`src/rtl/fsk_sync_pkg.sv`:
```
package fsk_sync_pkg;
  typedef enum logic [1:0] {
    ST_INIT = 2'd0,
    ST_IDLE = 2'd1,
    ST_ACQ  = 2'd2,
    ST_RECV = 2'd3
  } rx_state_e;
endpackage

```
`src/rtl/rx_rst_sync.sv`:
```
// Asynchronous assertion, synchronous two-stage release.
module rx_rst_sync (
  input  logic clk,
  input  logic rst_n,
  output logic rst_n_sync
);
  logic stage_q;

  always_ff @(posedge clk or negedge rst_n) begin
    if (!rst_n) begin
      stage_q    <= 1'b0;
      rst_n_sync <= 1'b0;
    end else begin
      stage_q    <= 1'b1;
      rst_n_sync <= stage_q;
    end
  end
endmodule

```
`src/rtl/rx_power_est.sv`:
```
// Moving sum of squared samples over the last WIN accepted samples.
module rx_power_est #(
  parameter int W   = 16,
  parameter int WIN = 80,
  parameter int PW  = 2*W + $clog2(WIN)
) (
  input  logic          clk,
  input  logic          rst_n,
  input  logic          wipe,
  input  logic          vld,
  input  logic [W-1:0]  smp,
  output logic [PW-1:0] pwr
);
  localparam int SQ_W  = 2*W;
  localparam int PAD_W = PW - SQ_W;

  logic [W-1:0]    line_q [WIN];
  logic [SQ_W-1:0] sq_new, sq_old;
  logic [PW-1:0]   pwr_d;
  logic            pwr_en;

  function automatic logic [SQ_W-1:0] square(input logic [W-1:0] v);
    logic signed [SQ_W-1:0] ext;
    ext = {{W{v[W-1]}}, v};
    return $unsigned(ext * ext);
  endfunction

  for (genvar g = 0; g < WIN; g++) begin : g_tap
    logic [W-1:0] tap_d;
    if (g == 0) begin : g_head
      assign tap_d = smp;
    end else begin : g_body
      assign tap_d = line_q[g-1];
    end
    always_ff @(posedge clk or negedge rst_n) begin
      if (!rst_n)      line_q[g] <= '0;
      else if (wipe)   line_q[g] <= '0;
      else if (vld)    line_q[g] <= tap_d;
    end
  end

  always_comb begin
    sq_new = square(smp);
    sq_old = square(line_q[WIN-1]);
    pwr_en = wipe | vld;
    if (wipe) pwr_d = '0;
    else      pwr_d = pwr + {{PAD_W{1'b0}}, sq_new} - {{PAD_W{1'b0}}, sq_old};
  end

  always_ff @(posedge clk or negedge rst_n) begin
    if (!rst_n)      pwr <= '0;
    else if (pwr_en) pwr <= pwr_d;
  end
endmodule

```
`src/rtl/rx_impulse_det.sv`:
```
// Magnitude threshold test on one two's-complement sample.
module rx_impulse_det #(
  parameter int W = 16
) (
  input  logic [W-1:0] smp,
  input  logic [W-1:0] thr,
  output logic         hit
);
  logic [W-1:0] mag;

  always_comb begin
    mag = smp[W-1] ? (~smp + W'(1)) : smp;
    hit = mag > thr;
  end
endmodule

```
`src/rtl/rx_sync_fsm.sv`:
```
// Four-state controller with offset counting split into phase and slot.
module rx_sync_fsm
  import fsk_sync_pkg::*;
#(
  parameter int SPB   = 80,
  parameter int BITS  = 17,
  parameter int IDX_W = $clog2(BITS)
) (
  input  logic             clk,
  input  logic             rst_n,
  input  logic             clr,
  input  logic             vld,
  input  logic             hit,
  input  logic             pwr_ok,
  output rx_state_e        st,
  output logic             fs,
  output logic             bs,
  output logic [IDX_W-1:0] bidx
);
  localparam int PH_W   = (SPB > 1) ? $clog2(SPB) : 1;
  localparam int SLOT_W = $clog2(BITS + 3);
  localparam logic [PH_W-1:0]   PH_LAST   = PH_W'(SPB - 1);
  localparam logic [SLOT_W-1:0] SLOT_DATA = SLOT_W'(BITS);
  localparam logic [SLOT_W-1:0] SLOT_WAIT = SLOT_W'(BITS + 1);
  localparam logic [SLOT_W-1:0] SLOT_TO   = SLOT_W'(BITS + 2);

  rx_state_e         st_d;
  logic [PH_W-1:0]   ph_q, ph_d, ph_a;
  logic [SLOT_W-1:0] slot_q, slot_d, slot_a;
  logic              fs_d, bs_d;
  logic [IDX_W-1:0]  bidx_d;
  logic              to_a, win_a, late_a;

  // Offset after accepting one more sample
  always_comb begin
    if (ph_q == PH_LAST) begin
      ph_a   = '0;
      slot_a = slot_q + SLOT_W'(1);
    end else begin
      ph_a   = ph_q + PH_W'(1);
      slot_a = slot_q;
    end
    to_a   = (slot_a == SLOT_TO);
    late_a = (slot_a >= SLOT_WAIT);
    win_a  = (ph_a == '0) && (slot_a != '0) && (slot_a <= SLOT_DATA);
  end

  always_comb begin
    st_d   = st;
    ph_d   = ph_q;
    slot_d = slot_q;
    fs_d   = 1'b0;
    bs_d   = 1'b0;
    bidx_d = bidx;
    if (clr) begin
      st_d   = ST_INIT;
      ph_d   = '0;
      slot_d = '0;
      bidx_d = '0;
    end else begin
      unique case (st)
        ST_INIT: begin
          st_d   = ST_IDLE;
          ph_d   = '0;
          slot_d = '0;
        end
        ST_IDLE: begin
          ph_d   = '0;
          slot_d = '0;
          if (pwr_ok) st_d = ST_ACQ;
        end
        ST_ACQ: begin
          if (!pwr_ok) begin
            st_d = ST_IDLE;
          end else if (vld) begin
            if (hit) begin
              st_d   = ST_RECV;
              ph_d   = '0;
              slot_d = '0;
              fs_d   = 1'b1;
              bidx_d = '0;
            end else if (to_a) begin
              st_d = ST_IDLE;
            end else begin
              ph_d   = ph_a;
              slot_d = slot_a;
            end
          end
        end
        ST_RECV: begin
          if (!pwr_ok) begin
            st_d = ST_IDLE;
          end else if (vld) begin
            if (hit && late_a) begin
              ph_d   = '0;
              slot_d = '0;
              fs_d   = 1'b1;
              bidx_d = '0;
            end else if (to_a) begin
              st_d = ST_IDLE;
            end else begin
              ph_d   = ph_a;
              slot_d = slot_a;
              if (win_a) begin
                bs_d   = 1'b1;
                bidx_d = IDX_W'(slot_a - SLOT_W'(1));
              end
            end
          end
        end
        default: st_d = ST_INIT;
      endcase
    end
  end

  always_ff @(posedge clk or negedge rst_n) begin
    if (!rst_n) begin
      st     <= ST_INIT;
      ph_q   <= '0;
      slot_q <= '0;
      fs     <= 1'b0;
      bs     <= 1'b0;
      bidx   <= '0;
    end else begin
      st     <= st_d;
      ph_q   <= ph_d;
      slot_q <= slot_d;
      fs     <= fs_d;
      bs     <= bs_d;
      bidx   <= bidx_d;
    end
  end
endmodule

```
`src/rtl/fsk_rx_sync_ctrl.sv`:
```
module fsk_rx_sync_ctrl
  import fsk_sync_pkg::*;
#(
  parameter int SAMPLE_W = 16,
  parameter int SPB      = 80,
  parameter int BITS     = 17,
  parameter int PWR_WIN  = 80,
  localparam int PWR_W   = 2*SAMPLE_W + $clog2(PWR_WIN),
  localparam int IDX_W   = $clog2(BITS)
) (
  input  logic                clk,
  input  logic                rst_n,
  input  logic                clr,
  input  logic                in_valid,
  input  logic [SAMPLE_W-1:0] in_sample,
  input  logic [PWR_W-1:0]    pwr_thr,
  input  logic [SAMPLE_W-1:0] imp_thr,
  output logic [1:0]          state,
  output logic                frame_start,
  output logic                bit_strobe,
  output logic [IDX_W-1:0]    bit_idx
);
  logic       rst_n_i;
  logic [PWR_W-1:0] pwr;
  logic       pwr_ok, hit, wipe;
  rx_state_e  st;

  rx_rst_sync u_rst (
    .clk        (clk),
    .rst_n      (rst_n),
    .rst_n_sync (rst_n_i)
  );

  assign wipe = clr | (st == ST_INIT);

  rx_power_est #(.W(SAMPLE_W), .WIN(PWR_WIN), .PW(PWR_W)) u_pwr (
    .clk   (clk),
    .rst_n (rst_n_i),
    .wipe  (wipe),
    .vld   (in_valid),
    .smp   (in_sample),
    .pwr   (pwr)
  );

  rx_impulse_det #(.W(SAMPLE_W)) u_imp (
    .smp (in_sample),
    .thr (imp_thr),
    .hit (hit)
  );

  assign pwr_ok = pwr > pwr_thr;

  rx_sync_fsm #(.SPB(SPB), .BITS(BITS), .IDX_W(IDX_W)) u_fsm (
    .clk    (clk),
    .rst_n  (rst_n_i),
    .clr    (clr),
    .vld    (in_valid),
    .hit    (hit),
    .pwr_ok (pwr_ok),
    .st     (st),
    .fs     (frame_start),
    .bs     (bit_strobe),
    .bidx   (bit_idx)
  );

  assign state = st;
endmodule

```
`config.mk`:
```
export PLATFORM = sky130hd
export DESIGN_NAME = fsk_rx_sync_ctrl
export DESIGN_NICKNAME = d
export VERILOG_FILES = /design/src/rtl/fsk_sync_pkg.sv /design/src/rtl/rx_rst_sync.sv /design/src/rtl/rx_power_est.sv /design/src/rtl/rx_impulse_det.sv /design/src/rtl/rx_sync_fsm.sv /design/src/rtl/fsk_rx_sync_ctrl.sv
export SDC_FILE = /design/constraint.sdc
export NUM_CORES = 2
export LEC_CHECK = 0
export ABC_CLOCK_PERIOD_IN_PS = 46200
export BUFFER_PORTS_ARGS = -buffer_cell sky130_fd_sc_hd__buf_4
export CAP_MARGIN = 25
export CORE_MARGIN = 8
export CORE_UTILIZATION = 30
export CTS_BUF_LIST = sky130_fd_sc_hd__clkbuf_8 sky130_fd_sc_hd__clkbuf_16
export CTS_CLUSTER_DIAMETER = 40
export DETAILED_ROUTE_END_ITERATION = 6
export PLACE_DENSITY = 0.49
export SYNTH_ARGS = -nofsm -noshare
export SYNTH_HDL_FRONTEND = slang
export SYNTH_SLANG_ARGS = --single-unit
```
`constraint.sdc`:
```
create_clock -name clk -period 46.2 [get_ports clk]
set_input_delay 2.31 -clock clk [delete_from_list [all_inputs] [get_ports clk]]
set_output_delay 2.31 -clock clk [all_outputs]
set_load 0.05 [all_outputs]
```
Word level (Yosys, flattened, before mapping)
Cells that the tools add are included.
{ "totals": {"register_bits": 1342, "latchBits": 0, "mem_bits_rw": 0, "mem_bits_ro": 0, "inputBits": 75, "output_inout_bits": 9, "memories": 0} }
{ "classes": {"add_sub_neg": 6, "n_mul": 2, "n_div": 0, "order_cmp": 4, "eq_ne": 16, "shifts": 0, "mux": 217, "bitwise": 3, "n_reduce_logical": 12} }
{ "op_table": {"columns": ["op", "n"], "rows": [
  ["16-bit 2-to-1 mux", 161],
  ["5-bit 2-to-1 mux", 18],
  ["16-bit by 16-bit multiplier with 32-bit output", 2],
  ["7-bit 2-to-1 mux", 9],
  ["39-bit by 32-bit adder with 39-bit output", 1],
  ["39-bit greater-than comparator", 1],
  ["39-bit 2-to-1 mux", 1],
  ["39-bit by 32-bit subtractor with 39-bit output", 1],
  ["7-bit one-hot mux with 3 select lines", 1],
  ["2-bit 2-to-1 mux", 9],
  ["16-bit by 1-bit adder with 16-bit output, second input constant", 1],
  ["16-bit greater-than comparator", 1],
  ["4-bit inequality test, second input constant", 4],
  ["16-bit inverter", 1],
  ["5-bit one-hot mux with 3 select lines", 1],
  ["1-bit 2-to-1 mux", 14],
  ["3-bit by 2-bit inequality test with 1-bit output, second input constant", 4],
  ["5-bit one-hot mux with 2 select lines", 1],
  ["2-bit one-hot mux with 4 select lines", 1],
  ["4-bit AND reduction", 2],
  ["8-bit AND reduction", 1],
  ["7-bit by 1-bit adder with 7-bit output, second input constant", 1],
  ["7-bit == test, second input constant", 1],
  ["7-bit logical NOT", 1],
  ["17 further kinds", 22]
]} }

Longest topological paths before layout
{ "depth": {"word_depth": 12, "depth_mapped": 37} }

Cells and area by module
From an unflattened synthesis, not the netlist that was laid out.
{ "hier_totals": {"hier_cells": 7043, "area_unflattened_um2": 76430.8} }
{ "by_module_without_submodules": {"columns": ["module", "instances", "cells_per_inst", "area_per_inst_um2"], "rows": [
  ["rx_power_est", 1, 6616, 73063.8],
  ["rx_sync_fsm", 1, 187, 1602.8],
  ["fsk_rx_sync_ctrl", 1, 140, 1002.2],
  ["rx_impulse_det", 1, 97, 708.2],
  ["rx_rst_sync", 1, 3, 53.8]
]} }

Least setup slack after synthesis
No wires, ideal clock.
{ "synth_path": {"path_kind": "input-to-reg", "start": "in in_sample[15]", "end": "reg u_pwr.pwr[38]", "setup_time_ns": 0.078, "t_arrival_ns": 10.377, "required_ns": 46.122, "slack_ns": 35.745, "path_stages": 33, "path_buffers": 2, "path_cell_list": "clkbuf_1 clkinv_1 clkbuf_1 nor2_1 fa_1 inv_1 fa_1 inv_1 fa_1 fa_1 fa_1 inv_1 fa_1 inv_1 ha_1 a21o_1 a21o_1 a221o_1 a31oi_1 o21ai_0 a31oi_1 xnor2_1 fa_1 inv_1 ha_1 a21o_1 nor3_1 o21ai_0 nor3_1 a211oi_1 mux2i_1 or3_1 a21oi_1"} }
{ "synth_between": {"elab_chain_cells": 4} }
{ "synth_lines": {"columns": ["element", "line", "source"], "rows": [
  ["from (decl)", "fsk_rx_sync_ctrl.sv:15", "input logic [SAMPLE_W-1:0] in_sample,"],
  ["16-bit by 16-bit multiplier with 32-bit output", "rx_power_est.sv:25", "return $unsigned(ext * ext);"],
  ["39-bit by 32-bit adder with 39-bit output", "rx_power_est.sv:47", "else pwr_d = pwr + {{PAD_W{1'b0}}, sq_new} - {{PAD_W{1'b0}}, sq_old};"],
  ["39-bit by 32-bit subtractor with 39-bit output", "rx_power_est.sv:47", null],
  ["39-bit 2-to-1 mux", "rx_power_est.sv:46", "if (wipe) pwr_d = '0;"],
  ["to (signal assigned)", "rx_power_est.sv:52", "else if (pwr_en) pwr <= pwr_d;"],
  ["to (decl)", "rx_power_est.sv:12", "output logic [PW-1:0] pwr"]
]} }
Every way passes these cells.
A chain may end at the register's enable or synchronous reset.

Worst setup path in the final report
{ "layout_path": {"start": "in in_sample[15]", "end": "reg u_pwr.pwr[37]"} }
The elaborated chain is that of the path after synthesis.

==> flow_summary.ini <==
[timing]
min_period_ns = 11.08
slew_viol_final = 0
tightest_slew_ns = 1.139
slew_headroom_pct = 23.59
final.setup.worst_slack_ns = 35.12
hold_violations = 0
fmax_mhz = 90.27
finalCritPeriodShare_pct = 23.98
fin_skew_ns = 0.1001
final-setup-viol-count = 0
rsz0062_at_grt = false
fin_setup_tns_ns = 0

[clock_tree]
cts_buffer_depth = 3
cts_made_buffers = 220
clk_pin_slew_ns = 0.06
cts_hold_repair.buffers = 0
clk_latency_ns = 0.84
htreeDepth = 4
post_cts_buffers = 0
numClockSinks = 1342
root_buffer = clkbuf_16
cts_resized = 0
cts_tree = built

[critical_path]
required_ns = 46.85
max_stage_delay_ns = 0.62
crit_start = in_sample[15]
cp-end-kind = flip-flop
worst-path-max-fanout = 30
regToRegStartpoint = u_pwr.line_q[3]$_DFFE_PN0P_
cpMaxStageDelayCell = o31ai_1
critPathLaunchType = input port
worstPathArrival_ns = 11.72
path_class = input port to flip-flop
path_common_cell = fa_1

[finish]
drive_gt1_share_pct = 8.119
final_core_util_pct = 34.88
final_cell_count_no_fill = 10623
nFillCells = 25267
seqCellArea_mm2 = 0.03359
multi_input_area_mm2 = 0.03811
area_growth_pct = 15.97
nets = 7919

[route]
drt-vias-per-instance = 4.438
routedWlPerCell_um = 14.73
via_count = 47144
drtPass1Iterations = 7
drt_iter0_markers = 2794
drtAntennaViolNets = 0
drc = 0
wl_um = 156500

[yosys]
yosys_register_bits = 1342
ys.flop_type = dfrtp_1
synth_cell_type_count = 76
synthTopCellsByCount = nor2_1 (1439), dfrtp_1 (1342), mux2i_1 (1310)
netlist_area_mm2 = 0.07623
yosys.cell_count.top_type = nor2_1
yosys_warnings = 0
yosys.area.top_type = dfrtp_1
syn_nets = 7915
syn_inst = 7060
synthArstFlopShare_pct = 100.0
synth_top_area_share_pct = 44.05
synth_edf_count = 0
syn_avg_cell_area_um2 = 10.80
yosysSeqAreaShare_pct = 44.05
synthTopCellsByArea = dfrtp_1 (44%), mux2i_1 (17%), fa_1 (13%)

[run]
cap_violations = 0

[global_routing]
grt_pass1_wl_um = 265000
grt_pass1_vias = 49838
grt_max_degree = 208
antenna_found_initial = 3
gr-total-overflow = 0
grt_usage_pct = 11.60

[die]
die_area_mm2 = 0.2705
ios = 84
rows = 185
floorplan.die.width_um = 520.1
start_util_pct = 30.07
dieHeight_um = 520.1
core_mm2 = 0.2535

[min_path]
hold_start = u_rst.stage_q$_DFF_PN0_
worst_hold_path_type = flip-flop to flip-flop

[placement]
pre_cts_slack_ns = 34.34
dp.cells = 10200
hpwl_um = 104000
numPortBuffers = 83
gp_congestion = 0.8254

[status]
status = finished clean
==> kinds of logic (layout without fill, tap and decap cells) <==
kind of cell | Yosys count | after routing | share of synthesized area (%)
other | 1 | 3 | 0.004919
flip-flops | 1342 | 1342 | 44.05
XOR/XNOR | 138 | 138 | 1.586
AO/OA/AOI/OAI | 373 | 373 | 3.197
adder cells (fa/ha/maj) | 780 | 780 | 17.74
AND/OR/NAND/NOR | 1909 | 1909 | 10.20
multiplexers | 1313 | 1313 | 17.25
buffers and inverters | 1204 | 1399 | 5.970
==> flip-flops by register name (all words and copies together) (netlist names), 2 cells and up <==
name,flops
u_fsm.bidx,5
u_pwr.line_q,16
u_fsm.slot_q,5
u_pwr.g_tap.tap_d,1264
u_fsm.ph_q,7
u_fsm.st,2
u_pwr.pwr,39
==> metrics by stage <==
step	hold slack, ns	cell area [um^2]
6_report	0.3453	88400
5_1_grt	0.3523	88400
4_1_cts	0.3482	88180
3_5_place_dp	0.3358	80230
3_3_place_gp	0.3410	80220
2_1_floorplan	0.3312	76230
==> worst max-delay path, delay by kind of cell <==
family | cells | cell delay (ns)
adder cells (fa/ha/maj) | 9 | 4.27
AO/OA/AOI/OAI | 10 | 2.80
buffers and inverters | 6 | 1.09
AND/OR/NAND/NOR | 4 | 0.88
multiplexers | 1 | 0.19
XOR/XNOR | 1 | 0.16
==> final timing paths <==
| kind | endpoint | slack (ns) | cells past startpoint |
|---|---|---|---|
| worst max-delay path | u_pwr.pwr[37]$_DFFE_PN0P_ | 35.12 | 31 |
| worst min-delay path | u_rst.rst_n_sync$_DFF_PN0_ | 0.35 | 0 |
| worst max register to register | u_pwr.pwr[37]$_DFFE_PN0P_ | 36.34 | 35 |
| worst min register to register | u_rst.rst_n_sync$_DFF_PN0_ | 0.35 | 0 |
| max in group asynchronous | u_pwr.g_tap[72].tap_d[11]$_DFFE_PN0P_ | 42.78 | 3 |
| min in group asynchronous | u_pwr.g_tap[36].tap_d[6]$_DFFE_PN0P_ | 0.38 | 0 |
==> cell type report <==
type / instances / share of cell area, %
clock inverters: 176 / 2.495
multi-input cells: 4514 / 43.11
well taps: 3366 / 4.764
diodes: 2 / 0.005661
clock buffers: 237 / 6.492
inverters: 836 / 3.550
repair buffers: 150 / 1.591
flip-flops and latches: 1342 / 37.99
==> cell usage in the layout, fill, tap and decap left out, types with 27 or more instances in the layout <==
| cell | instances |
|---|---|
| ha_1 | 279 |
| fa_1 | 501 |
| clkinvlp_4 | 30 |
| clkinv_2 | 30 |
| inv_6 | 30 |
| nand2_1 | 219 |
| nand4_1 | 27 |
| nand3_1 | 34 |
| dfrtp_1 | 1341 |
| inv_1 | 840 |
| a21oi_1 | 114 |
| xor2_1 | 32 |
| a21o_1 | 62 |
| mux2i_1 | 1310 |
| xnor2_1 | 106 |
| o21ai_0 | 60 |
| and2_1 | 69 |
| nor2_1 | 1439 |
| buf_4 | 133 |
| clkinv_4 | 30 |
| clkbuf_16 | 220 |
==> per-layer routing <==
layer / global-route usage (%) / vias to the layer above / part of all wire, %
li1: - / 22806 / -
met1: 16.14 / 23538 / 48
met2: 18.45 / 572 / 46
met3: 2.208 / 226 / 3.8
met4: 3.364 / 2 / 2.4
met5: 0 / - / 0.0083
Power is not shown: default switching activity piles up to over one toggle a cycle in this logic, so the estimate is an artifact.
